[src/rtl/xint_pkg.sv]
package xint_pkg;
  localparam int CTRL_W    = 4;
  localparam int TMR_BIT   = 0;
  localparam int MODE_BIT  = 1;
  localparam int POL_BIT   = 2;
  localparam int SPARE_BIT = 3;
endpackage

[src/rtl/xint_sync.sv]
module xint_sync #(
  parameter int STAGES = 2
) (
  input  logic clk_i,
  input  logic rst_ni,
  input  logic d_i,
  output logic q_o
);
  logic [STAGES-1:0] chain_q;

  always_ff @(posedge clk_i or negedge rst_ni) begin
    if (!rst_ni) chain_q[0] <= 1'b0;
    else         chain_q[0] <= d_i;
  end

  for (genvar i = 1; i < STAGES; i++) begin : g_stage
    always_ff @(posedge clk_i or negedge rst_ni) begin
      if (!rst_ni) chain_q[i] <= 1'b0;
      else         chain_q[i] <= chain_q[i-1];
    end
  end

  assign q_o = chain_q[STAGES-1];
endmodule

[src/rtl/xint_cfg_reg.sv]
module xint_cfg_reg #(
  parameter int W = 4
) (
  input  logic         clk_i,
  input  logic         rst_ni,
  input  logic         wr_en_i,
  input  logic [W-1:0] wr_data_i,
  output logic [W-1:0] cfg_o
);
  logic [W-1:0] cfg_q;

  // retained across back-up; only reset clears it
  always_ff @(posedge clk_i or negedge rst_ni) begin
    if (!rst_ni)      cfg_q <= '0;
    else if (wr_en_i) cfg_q <= wr_data_i;
  end

  assign cfg_o = cfg_q;
endmodule

[src/rtl/xint_edge_det.sv]
module xint_edge_det
  import xint_pkg::*;
(
  input  logic              clk_i,
  input  logic              rst_ni,
  input  logic              pin_s_i,
  input  logic [CTRL_W-1:0] cfg_i,
  input  logic              wr_en_i,
  input  logic [CTRL_W-1:0] wr_data_i,
  input  logic              clr_i,
  output logic              req_set_o,
  output logic              req_o,
  output logic              level_hit_o
);
  logic pin_q;
  logic rise, fall, edge_hit, pol_art;
  logic req_q;

  always_ff @(posedge clk_i or negedge rst_ni) begin
    if (!rst_ni) pin_q <= 1'b0;
    else         pin_q <= pin_s_i;
  end

  assign rise = pin_s_i & ~pin_q;
  assign fall = ~pin_s_i & pin_q;

  always_comb begin
    if (cfg_i[MODE_BIT]) edge_hit = rise | fall;
    else if (cfg_i[POL_BIT]) edge_hit = rise;
    else edge_hit = fall;
  end

  // polarity flip in single-edge mode looks like an edge if pin sits at new post-edge level
  assign pol_art = wr_en_i
                 && (wr_data_i[POL_BIT] != cfg_i[POL_BIT])
                 && !wr_data_i[MODE_BIT]
                 && (pin_s_i == wr_data_i[POL_BIT]);

  assign req_set_o = edge_hit | pol_art;

  // set beats clear
  always_ff @(posedge clk_i or negedge rst_ni) begin
    if (!rst_ni)        req_q <= 1'b0;
    else if (req_set_o) req_q <= 1'b1;
    else if (clr_i)     req_q <= 1'b0;
  end

  assign req_o       = req_q;
  assign level_hit_o = (pin_s_i == cfg_i[POL_BIT]);
endmodule

[src/rtl/xint_edge_ctrl.sv]
module xint_edge_ctrl
  import xint_pkg::*;
#(
  parameter int SYNC_STAGES = 2
) (
  input  logic              clk_i,
  input  logic              rst_ni,
  input  logic              wr_en_i,
  input  logic [CTRL_W-1:0] wr_data_i,
  output logic [CTRL_W-1:0] rd_data_o,
  input  logic              pin_i,
  input  logic              clr_i,
  output logic              level_hit_o,
  output logic              req_o,
  output logic              timer_en_o
);
  logic              pin_s;
  logic              req_set;
  logic [CTRL_W-1:0] cfg;

  xint_sync #(.STAGES(SYNC_STAGES)) u_sync (
    .clk_i  (clk_i),
    .rst_ni (rst_ni),
    .d_i    (pin_i),
    .q_o    (pin_s)
  );

  xint_cfg_reg #(.W(CTRL_W)) u_cfg (
    .clk_i     (clk_i),
    .rst_ni    (rst_ni),
    .wr_en_i   (wr_en_i),
    .wr_data_i (wr_data_i),
    .cfg_o     (cfg)
  );

  xint_edge_det u_det (
    .clk_i       (clk_i),
    .rst_ni      (rst_ni),
    .pin_s_i     (pin_s),
    .cfg_i       (cfg),
    .wr_en_i     (wr_en_i),
    .wr_data_i   (wr_data_i),
    .clr_i       (clr_i),
    .req_set_o   (req_set),
    .req_o       (req_o),
    .level_hit_o (level_hit_o)
  );

  assign rd_data_o  = cfg;
  assign timer_en_o = cfg[TMR_BIT];
endmodule

[config.mk]
export PLATFORM = sky130hd
export DESIGN_NAME = xint_edge_ctrl
export DESIGN_NICKNAME = d
export VERILOG_FILES = /design/src/rtl/xint_pkg.sv /design/src/rtl/xint_sync.sv /design/src/rtl/xint_cfg_reg.sv /design/src/rtl/xint_edge_det.sv /design/src/rtl/xint_edge_ctrl.sv
export SDC_FILE = /design/constraint.sdc
export NUM_CORES = 1
export LEC_CHECK = 0
export ABC_AREA = 0
export BUFFER_PORTS_ARGS = -buffer_cell sky130_fd_sc_hd__buf_2
export CAP_MARGIN = 15
export CORE_AREA = 2 2 39 41
export CTS_CLUSTER_DIAMETER = 40
export CTS_CLUSTER_SIZE = 8
export DETAILED_ROUTE_END_ITERATION = 12
export DIE_AREA = 0 0 41 43
export PLACE_DENSITY = 0.49
export SLEW_MARGIN = 20
export SYNTH_ARGS = -nofsm -noshare
export SYNTH_HDL_FRONTEND = slang
export SYNTH_SLANG_ARGS = --single-unit
export TNS_END_PERCENT = 50
[constraint.sdc]
create_clock -name clk_i -period 2.1 [get_ports clk_i]
set_clock_uncertainty 0.15 [all_clocks]
set_input_delay 0.21 -clock clk_i [delete_from_list [all_inputs] [get_ports clk_i]]
set_output_delay 0.21 -clock clk_i [all_outputs]
set_load 0.1 [all_outputs]
==> results <==
- The worst setup slack before clock tree synthesis is 594 ps.
- For this design the static power due to leakage is 0.253 nW.
- The placed wire-length estimate is 535 um.
- Of the total synthesized cell area, the portion taken by full adders, half adders and majority gates is 0.0692.
- Cell internal power was estimated by the tool at 275 uW.
- The portion of netlist area occupied by mux cells is 0.166.
- The quantity of I/O buffers inserted on ports is 15.
- Summed over all nets, the switching power comes to 207 uW.
- In this run the remaining antenna-violating nets after routing total 0.
- The cell row count is 14.
- The initial DRC count is 2.
- The synthesized design contains 8 register bits.
- For this run, global-route usage on met3 was measured as 0.0628.
- The number of nets in the synthesized netlist is 38.
- The largest fanout of any net on the critical path is 6.
- The final layout contains routed wiring with a total length of 654 um.
- The average cell area after synthesis is 13.4 sq um.
- The TritonCTS clock tree is built.
- The multi-input combinational cells in the finished layout cover a total of 165 sq um.
- The area added between synthesis and finish is 41.2%.
- By area, the combinational part of the netlist is dominated by multiplexers.
- The worst path meets setup with 390 ps of slack.
- In this run the most used layer during global routing was met2.
- In the finished design, the share of the clock period the worst path needs comes to 0.814.
- The number of maximum-capacitance constraint violations is 0.
- The count of final hold-check violations is 0.
- The worst setup path is launched from a register.
- The horizontal die dimension is 41 um.
- The share of cells above drive strength 1 is 0.565.
- The total negative setup slack is 0 ps.
- For this run, global-route usage on met2 was measured as 0.138.
- The worst flop-to-flop path startpoint is u_sync.q_o.
- The first-pass GRT wire length is 1100 um.
- The placeable core area is 1380 sq um.
- The critical path starts at u_sync.q_o.
- The required arrival time at the worst endpoint is 1740 ps.
- The simple-gate portion of the synthesized area is 0.107.
- The share of total power in sequential cells is 0.378.
- The number of antenna violations at the first check in global routing is 0.
- The post-CTS clock slew at the launch and capture registers of the worst setup and hold paths is 60 ps.
- The register area share after synthesis is 0.554.
- The final weighted congestion in routability-driven placement is 0.680.
- The clock network power share is 0.245.
- The total overflow left after global routing is 0.
- The switching share of total power is 0.429.
- The endpoint class of the critical path is an output pin.
- The setup violation total in the final timing report is 0.
- During I/O placement, the number of pins put on the boundary was 16.
- Entering global routing, the biggest net connects 9 pins.
- For the pin with the worst max-slew slack, the measured transition is just under 500 ps.
- The Yosys step of the flow raised 0 warnings.
- The worst setup path is of the register to output pin kind.
- The die covers 1760 sq um.
- The worst path in the final design needs a cycle of approximately 1700 ps, including I/O delays and setup.
- The worst hold path begins at wr_data_i[0].
- Measured against its own limit, the worst slew margin works out to 0.678.
- The routed layout has between 200 and 300 vias.
- The cell sitting at the root of the clock tree is a clkbuf_4.
- Of the total power, combinational logic draws 0.377.
- Before antenna repair, the detailed router went through 4 iterations.
- TritonCTS created 3 clock buffers.
- The fraction of synthesized cell area in xor and xnor cells is 0.0242.
- The complex-gate fraction of the synthesized area is 0.0381.
- The power per unit of standard cell area is 945 nW/um^2.
- For this configuration, the core starts out at a cell density of 0.261.
- The flip-flop and latch area is about 200 sq um.
- Yosys mapped the design onto 15 distinct sky130hd cell types.
- The total count of max-transition violations in the final report is 0.
- After filler insertion, the fill cell instance count of the layout stands at 144.
- CTS built an H-tree with a depth of 1.
- The maximum resistive drop on vdd is 0.381 mV.
- For this run, design rule violations remaining after detail routing come to 0.
- The run finished with clean final reports.
- Setup repair after global routing left no endpoint under its margin.
- The number of instances in the synthesized netlist is 27.
- The fraction of met1 tracks used by global routing is 0.114.
- The length in cells of the worst reg-to-reg path is 5.
- Timing would allow up to roughly 600 MHz.
- The via count of the first global-routing pass is 258.
- The repair_antennas step left the layout with diodes totalling 0.
- STA puts the critical path data arrival time at 1350 ps.
- The final layout net count is 59.
- The aggregate global-route resource usage is 0.101.
- The cell area after synthesis is 362 sq um.
- At the later pin of the worst-skew pair, clock insertion delay measures 260 ps.
- The critical path endpoint is level_hit_o.
- After detailed routing, the number of vias per cell comes to 4.26.
- In the final routed layout, each cell accounts on average for 10.5 um.
- The die is 43 um tall.
- The min-delay analysis places its worst path in the category input port to register.
- The number of gates resized after CTS was 0.
- The setup slack of the most critical reg-to-reg path is 600 ps.
- The worst register-to-register path ends at u_det.req_o.
- Counting along the longest clock path gives a buffer depth of 2.
- The clock net in this run drives a total of 8 sinks.
==> how the worst min path moves through the flow <==
stage	slack [ps]	depth (start not counted)	end
after detailed placement	-90	1	u_sync.chain_q[0]
after floorplan	-240	0	u_cfg.cfg_o[0]
after CTS	30	2	u_cfg.cfg_o[0]
after global placement	-90	1	u_sync.chain_q[0]
final	30	2	u_cfg.cfg_o[0]
after global routing	20	2	u_cfg.cfg_o[0]
==> power by group through the flow <==
stage          Clock [mW]  Sequential, mW  Combinational (mW)
2_1_floorplan           0           0.265              0.0707
3_3_place_gp            0           0.184               0.180
3_5_place_dp            0           0.186               0.181
4_1_cts             0.125           0.183               0.183
5_1_grt             0.133           0.185               0.189
6_report            0.118           0.182               0.182
==> cell usage in the layout (no fill, tap or decap), types with 2 or more instances in the layout <==
cell            n
dfrtp_1         8
dlygate4sd3_1   2
mux2_2          4
ha_1            2
clkbuf_4        3
buf_2          15
inv_1           2
==> registers in the layout, indices dropped and copies added (netlist names) <==
name and count:
u_sync.chain_q 1, u_cfg.cfg_o 4, u_det.req_o 1, u_sync.q_o 1, u_det.pin_q 1
==> area by class of cell <==
type	count	area share
Sequential cell	8	0.392
Multi-Input combinational cell	16	0.324
Timing Repair Buffer	17	0.186
Clock buffer	3	0.0441
Tap cell	16	0.0392
Inverter	2	0.0147
==> critical path: stages, from the launching register on <==
cell,delay (ps)
dfrtp_1,480
xnor2_4,180
buf_2,430
==> per-layer routing <==
metal / part of all wire / vias to the layer above
li1: - / 130
met3: 0.060 / 0
met1: 0.40 / 122
met5: 0 / -
met2: 0.54 / 12
met4: 0 / 0
==> per-stage QoR <==
stage          cells  power (mW)  area, sq um   util  hold WS (ps)
6_report          62       0.482          510  0.369          33.1
3_3_place_gp      57       0.364          468  0.338         -90.1
3_5_place_dp      57       0.366          468  0.338         -88.8
4_1_cts           62       0.491          510  0.369          28.2
2_1_floorplan     27       0.335          380      -          -236
5_1_grt           62       0.507          510  0.369          17.8
==> synthesized netlist by cell type <==
library cell / number / area [sq um]
nand2b_1: 1 / 6.26
mux2_4: 1 / 15.0
o21ai_2: 1 / 8.76
mux2_2: 4 / 45.0
nor3b_1: 1 / 7.51
inv_1: 2 / 7.51
nor2b_1: 1 / 6.26
nand3_1: 1 / 5.00
o21ai_1: 1 / 5.00
ha_1: 2 / 25.0
nand2_1: 1 / 3.75
dfrtp_1: 8 / 200
buf_4: 1 / 7.51
and3b_2: 1 / 10.0
xnor2_1: 1 / 8.76
==> kinds of logic (layout without fill, tap and decap cells) <==
logic type | Yosys count | count (layout)
flip-flops | 8 | 8
AND/OR/NAND/NOR | 6 | 6
multiplexers | 5 | 5
buffers and inverters | 3 | 22
adder cells (fa/ha/maj) | 2 | 2
AO/OA/AOI/OAI | 2 | 2
XOR/XNOR | 1 | 1
==> timing repair <==
item,in CTS,in global routing
hold endpoints to repair,9,0
hold buffers,2,0
buffers inserted,0,0
Note: power is estimated with default switching activity, not from simulation.
